**src/rtl/lin_pkg.sv**
```systemverilog
package lin_pkg;
   localparam int FLAG_W   = 5;
   localparam int EDGE_W   = 3;
   localparam int F_BREAK  = 0;
   localparam int F_START  = 1;
   localparam int F_STOP   = 2;
   localparam int F_BRKERR = 4;
   localparam logic [FLAG_W-1:0] FLAG_USED = 5'b10111;

   typedef enum logic [1:0] {
      SY_IDLE  = 2'd0,
      SY_ARMED = 2'd1,
      SY_COUNT = 2'd2,
      SY_DONE  = 2'd3
   } sync_state_e;
endpackage

```
**src/rtl/lin_rx_sync.sv**
```systemverilog
module lin_rx_sync #(
   parameter int STAGES = 2
) (
   input  logic clk,
   input  logic rst_n,
   input  logic rxd_i,
   output logic line_o,
   output logic fall_o,
   output logic rise_o
);
   if (STAGES < 2) begin : g_bad_stages
      $error("lin_rx_sync: STAGES must be at least 2");
   end

   logic [STAGES-1:0] shreg;
   logic              line_q;

   always_ff @(posedge clk or negedge rst_n) begin
      if (!rst_n) begin
         shreg  <= '1;
         line_q <= 1'b1;
      end else begin
         shreg  <= {shreg[STAGES-2:0], rxd_i};
         line_q <= shreg[STAGES-1];
      end
   end

   assign line_o = shreg[STAGES-1];
   assign fall_o = line_q & ~line_o;
   assign rise_o = ~line_q & line_o;

   // a falling edge is reported only when the line was high one cycle earlier
   p_fall_after_high_r1: assert property (@(posedge clk) disable iff (!rst_n)
      fall_o |-> $past(line_o));
endmodule

```
**src/rtl/lin_break_timer.sv**
```systemverilog
module lin_break_timer #(
   parameter int CNT_W = 12,
   parameter int DIV   = 38
) (
   input  logic             clk,
   input  logic             rst_n,
   input  logic             line_i,
   input  logic             rise_i,
   input  logic [CNT_W-1:0] limit_i,
   output logic             brk_evt_o,
   output logic             err_evt_o
);
   if (CNT_W < 2) begin : g_bad_w
      $error("lin_break_timer: CNT_W must be at least 2");
   end
   if (DIV < 1) begin : g_bad_div
      $error("lin_break_timer: DIV must be at least 1");
   end

   localparam logic [CNT_W-1:0] CMAX = '1;
   localparam logic [CNT_W-1:0] ONE  = CNT_W'(1);

   logic             tick;
   logic [CNT_W-1:0] cnt;

   if (DIV == 1) begin : g_nodiv
      assign tick = ~line_i;
   end else begin : g_div
      localparam int DIV_W = $clog2(DIV);
      localparam logic [DIV_W-1:0] DLAST = DIV_W'(DIV - 1);
      logic [DIV_W-1:0] div_q;
      always_ff @(posedge clk or negedge rst_n) begin
         if (!rst_n)               div_q <= '0;
         else if (line_i)          div_q <= '0;
         else if (div_q == DLAST)  div_q <= '0;
         else                      div_q <= div_q + DIV_W'(1);
      end
      assign tick = ~line_i && (div_q == DLAST);
   end

   always_ff @(posedge clk or negedge rst_n) begin
      if (!rst_n)                     cnt <= '0;
      else if (line_i)                cnt <= '0;
      else if (tick && cnt != CMAX)   cnt <= cnt + ONE;
   end

   assign brk_evt_o = tick && (cnt != CMAX) && ((cnt + ONE) == limit_i);
   assign err_evt_o = tick && (cnt == CMAX);

   // timer restarts after a rising edge
   p_restart_on_rise_r4: assert property (@(posedge clk) disable iff (!rst_n)
      rise_i |=> (cnt == '0));
   // timer never wraps from its maximum while the line stays low
   p_no_wrap_r5: assert property (@(posedge clk) disable iff (!rst_n)
      (cnt == CMAX && !line_i) |=> (cnt == CMAX));
endmodule

```
**src/rtl/lin_sync_counter.sv**
```systemverilog
module lin_sync_counter
   import lin_pkg::*;
#(
   parameter int CNT_W = 16
) (
   input  logic              clk,
   input  logic              rst_n,
   input  logic              en_i,
   input  logic              brk_evt_i,
   input  logic              fall_i,
   input  logic [EDGE_W-1:0] start_idx_i,
   input  logic [EDGE_W-1:0] stop_idx_i,
   output logic              start_evt_o,
   output logic              stop_evt_o,
   output logic [CNT_W-1:0]  cnt_o
);
   localparam logic [CNT_W-1:0]  CMAX   = '1;
   localparam logic [EDGE_W-1:0] IDXMAX = '1;

   sync_state_e       state;
   logic [EDGE_W-1:0] idx;
   logic [EDGE_W-1:0] nxt_idx;
   logic [CNT_W-1:0]  cnt;

   always_comb begin
      nxt_idx     = (idx == IDXMAX) ? idx : idx + EDGE_W'(1);
      start_evt_o = en_i && !brk_evt_i && fall_i && (state == SY_ARMED) &&
                    (nxt_idx == start_idx_i);
      stop_evt_o  = en_i && !brk_evt_i && fall_i && (state == SY_COUNT) &&
                    (nxt_idx == stop_idx_i);
   end

   always_ff @(posedge clk or negedge rst_n) begin
      if (!rst_n) begin
         state <= SY_IDLE;
         idx   <= '0;
      end else if (!en_i) begin
         state <= SY_IDLE;
         idx   <= '0;
      end else if (brk_evt_i) begin
         state <= SY_ARMED;
         idx   <= '0;
      end else begin
         if (fall_i && (state == SY_ARMED || state == SY_COUNT)) idx <= nxt_idx;
         if (start_evt_o)     state <= SY_COUNT;
         else if (stop_evt_o) state <= SY_DONE;
      end
   end

   always_ff @(posedge clk or negedge rst_n) begin
      if (!rst_n)                                cnt <= '0;
      else if (start_evt_o)                      cnt <= '0;
      else if (state == SY_COUNT && cnt != CMAX) cnt <= cnt + CNT_W'(1);
   end

   assign cnt_o = cnt;

   // measured value is held once counting has stopped
   p_hold_after_stop_r7: assert property (@(posedge clk) disable iff (!rst_n)
      (state == SY_DONE && !start_evt_o) |=> $stable(cnt));
   // the count saturates instead of wrapping
   p_saturate_r8: assert property (@(posedge clk) disable iff (!rst_n)
      (cnt == CMAX && !start_evt_o) |=> (cnt == CMAX));
   // no start or stop event while disabled
   p_quiet_when_off_r11: assert property (@(posedge clk) disable iff (!rst_n)
      !en_i |-> !(start_evt_o || stop_evt_o));
endmodule

```
**src/rtl/lin_flags.sv**
```systemverilog
module lin_flags
   import lin_pkg::*;
(
   input  logic              clk,
   input  logic              rst_n,
   input  logic [FLAG_W-1:0] set_i,
   input  logic              clr_wr_i,
   input  logic [FLAG_W-1:0] clr_mask_i,
   output logic [FLAG_W-1:0] flags_o,
   output logic              irq_o
);
   logic [FLAG_W-1:0] flags_q;
   logic [FLAG_W-1:0] clr_eff;

   assign clr_eff = clr_wr_i ? clr_mask_i : '0;

   always_ff @(posedge clk or negedge rst_n) begin
      if (!rst_n) flags_q <= '0;
      else        flags_q <= ((flags_q & ~clr_eff) | set_i) & FLAG_USED;
   end

   assign flags_o = flags_q;
   assign irq_o   = |flags_q;

   // flags only rise on a set event
   p_rise_needs_set_r9: assert property (@(posedge clk) disable iff (!rst_n)
      (set_i == '0) |=> ((flags_q & ~$past(flags_q)) == '0));
   // a write-one-to-clear without a set empties the selected bits
   p_clear_works_r9: assert property (@(posedge clk) disable iff (!rst_n)
      (clr_wr_i && set_i == '0) |=> ((flags_q & $past(clr_mask_i)) == '0));
endmodule

```
**src/rtl/lin_sync_timer.sv**
```systemverilog
module lin_sync_timer
   import lin_pkg::*;
#(
   parameter int SYNC_W  = 16,
   parameter int BRK_W   = 12,
   parameter int BRK_DIV = 38,
   parameter int STAGES  = 2
) (
   input  logic              clk,
   input  logic              rst_n,
   input  logic              rxd_in,
   input  logic              rx_enable,
   input  logic              sync_enable,
   input  logic [EDGE_W-1:0] start_edge,
   input  logic [EDGE_W-1:0] stop_edge,
   input  logic [BRK_W-1:0]  brk_limit,
   input  logic              flag_clr_wr,
   input  logic [FLAG_W-1:0] flag_clr_mask,
   output logic [FLAG_W-1:0] flags,
   output logic [SYNC_W-1:0] sync_count,
   output logic              irq,
   output logic              rxd_to_uart
);
   if (SYNC_W < 8 || SYNC_W > 32) begin : g_bad_sync_w
      $error("lin_sync_timer: SYNC_W must lie in 8..32");
   end

   logic line, fall, rise;
   logic brk_evt, err_evt, start_evt, stop_evt;
   logic [FLAG_W-1:0] set_vec;

   lin_rx_sync #(.STAGES(STAGES)) u_sync (
      .clk(clk), .rst_n(rst_n), .rxd_i(rxd_in),
      .line_o(line), .fall_o(fall), .rise_o(rise));

   lin_break_timer #(.CNT_W(BRK_W), .DIV(BRK_DIV)) u_brk (
      .clk(clk), .rst_n(rst_n), .line_i(line), .rise_i(rise),
      .limit_i(brk_limit), .brk_evt_o(brk_evt), .err_evt_o(err_evt));

   lin_sync_counter #(.CNT_W(SYNC_W)) u_cnt (
      .clk(clk), .rst_n(rst_n), .en_i(sync_enable), .brk_evt_i(brk_evt),
      .fall_i(fall), .start_idx_i(start_edge), .stop_idx_i(stop_edge),
      .start_evt_o(start_evt), .stop_evt_o(stop_evt), .cnt_o(sync_count));

   always_comb begin
      set_vec           = '0;
      set_vec[F_BREAK]  = brk_evt;
      set_vec[F_START]  = start_evt;
      set_vec[F_STOP]   = stop_evt;
      set_vec[F_BRKERR] = err_evt;
   end

   lin_flags u_flags (
      .clk(clk), .rst_n(rst_n), .set_i(set_vec), .clr_wr_i(flag_clr_wr),
      .clr_mask_i(flag_clr_mask), .flags_o(flags), .irq_o(irq));

   assign rxd_to_uart = rx_enable ? line : 1'b1;

   // the interrupt rises only together with a new flag
   p_irq_follows_flags_r10: assert property (@(posedge clk) disable iff (!rst_n)
      $rose(irq) |-> ($past(set_vec) != '0));
endmodule

```
**config.mk**
```make
export PLATFORM = sky130hd
export DESIGN_NAME = lin_sync_timer
export DESIGN_NICKNAME = d
export VERILOG_FILES = /design/src/rtl/lin_pkg.sv /design/src/rtl/lin_rx_sync.sv /design/src/rtl/lin_break_timer.sv /design/src/rtl/lin_sync_counter.sv /design/src/rtl/lin_flags.sv /design/src/rtl/lin_sync_timer.sv
export SDC_FILE = /design/constraint.sdc
export NUM_CORES = 1
export LEC_CHECK = 0
export BUFFER_PORTS_ARGS = -buffer_cell sky130_fd_sc_hd__buf_2
export CELL_PAD_IN_SITES_DETAIL_PLACEMENT = 1
export CELL_PAD_IN_SITES_GLOBAL_PLACEMENT = 2
export CORE_AREA = 5 5 94 96
export CTS_CLUSTER_DIAMETER = 30
export DETAILED_ROUTE_END_ITERATION = 8
export DIE_AREA = 0 0 99 101
export HOLD_SLACK_MARGIN = 0.06
export PLACE_DENSITY = 0.9
export SYNTH_ARGS = -nofsm -noshare
export SYNTH_HDL_FRONTEND = slang
export SYNTH_HIERARCHICAL = 1
export SYNTH_SLANG_ARGS = --single-unit
export TNS_END_PERCENT = 5
```
**constraint.sdc**
```tcl
create_clock -name clk -period 5.5 [get_ports clk]
set_input_delay 1.1 -clock clk [delete_from_list [all_inputs] [get_ports clk]]
set_output_delay 1.1 -clock clk [all_outputs]
set_load 0.01 [all_outputs]
```
==> out/qor.yml <==
outcome: "finished clean"
end_kind: "flip-flop"
drt_iter0_drc: 34
top_layer: "met4"
clkLatencyLatePin_ps: 300
finalMaxSlewViolations: 0
hold_path_class: "reg -> reg"
hold_viol_final: 0
drc: 0
gp_congestion: 0.812
numCtsBuffers: 5
fmax_mhz: 292
core_area_sq_um: 7970
drive_gt1_share_pct: 22.8
cts_tree: "done"
cts_setup_buffers: 0
min_period_over_period_pct: 62.2
relSlewSlack_pct: 30.4
vias: 2434
grt_pass1_wl_microns: 11700
p_per_area_nw_per_um2: 183
start_util_pct: 35.7
cts.sinks: 46
firstDrtPassIters: 4
postCtsHoldBufs: 0
portBuffers: 49
peakVddDrop_uv: 80.1
via_per_inst: 5.38
ys.warnings.count: 6
wl_met2_microns: 3420
setup_viol: 0
crit_fanout: 18
antenna_found_initial: 0
cp_data_required_time_ps: 5690
die_area_sq_um: 10000
wl_per_cell_microns: 15.1
grt_max_degree: 47
die_y_microns: 101
antennaDiodeCount: 0
syn_nets: 338
leakagePower_nw: 1.40
ios: 52
grt_pass1_vias: 2514
die_w_microns: 99
crit_path_start_kind: "flip-flop"
syn_to_final_growth_pct: 13.8
rsz0062_at_grt: "false"
setup_tns_ps: 0
syn_area_per_cell_sq_um: 9.46
skew_ps: 9.41
wl_met3_microns: 272
synth_cells: 301
critPathKind: "reg -> reg"
num_rows: 33
track_usage_pct: 14.1
antenna_left: 0
tightest_slew_ps: 1040
critPathArrivalTime_ps: 3610
power.total_mw: 0.591
post-route-min-period_ps: 3420
grt-ovfl-total: 0
wl_met1_microns: 3090
maxCapViolations: 0
cts_root_buf: "clkbuf_8"
clkTransAtPathRegs_ps: 90
wirelength_microns: 6830
nNetsFinal: 383
netlist_area_sq_um: 2850
hpwl_microns: 5090
htree_levels: 2
whs_ps: 360
post_cts_resize_count: 0
cts_buffer_depth: 2
## routing by layer
metal,vias up,track usage [%]
li1,1181,-
met1,1203,17.6
met2,44,25.1
met3,6,2.63
met4,0,3.26
met5,-,0
## final cells by class
type | instances | area [sq um]
Clock buffer | 6 | 72.6
Clock inverter | 2 | 13.8
Fill cell | 938 | 4730
Inverter | 8 | 31.3
Multi-Input combinational cell | 235 | 1580
Sequential cell | 46 | 1150
Tap cell | 105 | 131
Timing Repair Buffer | 50 | 253
## report_power, final
part	switching [mW]	internal, mW	leakage, nW
Sequential	0.00413	0.342	0.546
Clock	0.118	0.0900	0.0452
Combinational	0.0205	0.0172	0.809
Total	0.143	0.449	1.40
## path summary, 6_finish.rpt
kind | startpoint | endpoint | slack [ps] | depth (start not counted)
max | u_brk/cnt[0] | u_cnt/state[1] | 2080 | 11
min | u_sync/shreg[0] | u_sync/shreg[1] | 360 | 0
max reg2reg | u_brk/cnt[0] | u_cnt/state[1] | 2080 | 11
min reg2reg | u_sync/shreg[0] | u_sync/shreg[1] | 360 | 0
max in group asynchronous | rst_n | u_brk/cnt[10] | 3870 | 1
min in group asynchronous | rst_n | u_cnt/cnt_o[14] | 980 | 1
## worst max-delay path: stages (launching register included)
cell and delay [ps]:
dfrtp_1 490, ha_1 230, nand3_1 80, or2_2 310, xnor2_1 150, or4_4 520
nor4_2 490, nor2b_1 150, o2111ai_1 120, a211o_1 180, clkinv_2 250, a211o_1 350
## placed cells by master, fill, tap and decap left out, types with 9 or more instances in the layout
cell	instances
buf_2	49
o21ai_0	10
xnor2_1	20
dfrtp_1	43
nand4_1	9
xor2_1	9
nor2_1	30
a21oi_1	13
nand2_1	21
nor3_1	15
nand3_1	12
## per-stage QoR
stage	cells	cell area [sq um]	utilization, %	setup slack, ps
3_3_place_gp	444	3150	39.6	1750
5_1_grt	452	3240	40.7	1740
4_1_cts	452	3240	40.7	2010
6_report	452	3240	40.7	2080
3_5_place_dp	444	3150	39.6	1750
2_1_floorplan	301	2850	-	2380
## sequential cells by signal, summed over array words and instances (netlist names)
signal	cells
u_brk/cnt	12
u_brk/g_div.div_q	6
u_cnt/cnt_o	16
u_cnt/idx	3
u_cnt/state	2
u_flags/flags_o	4
u_sync/line_q	1
u_sync/shreg	2
Power figures use the tool's default switching activity.
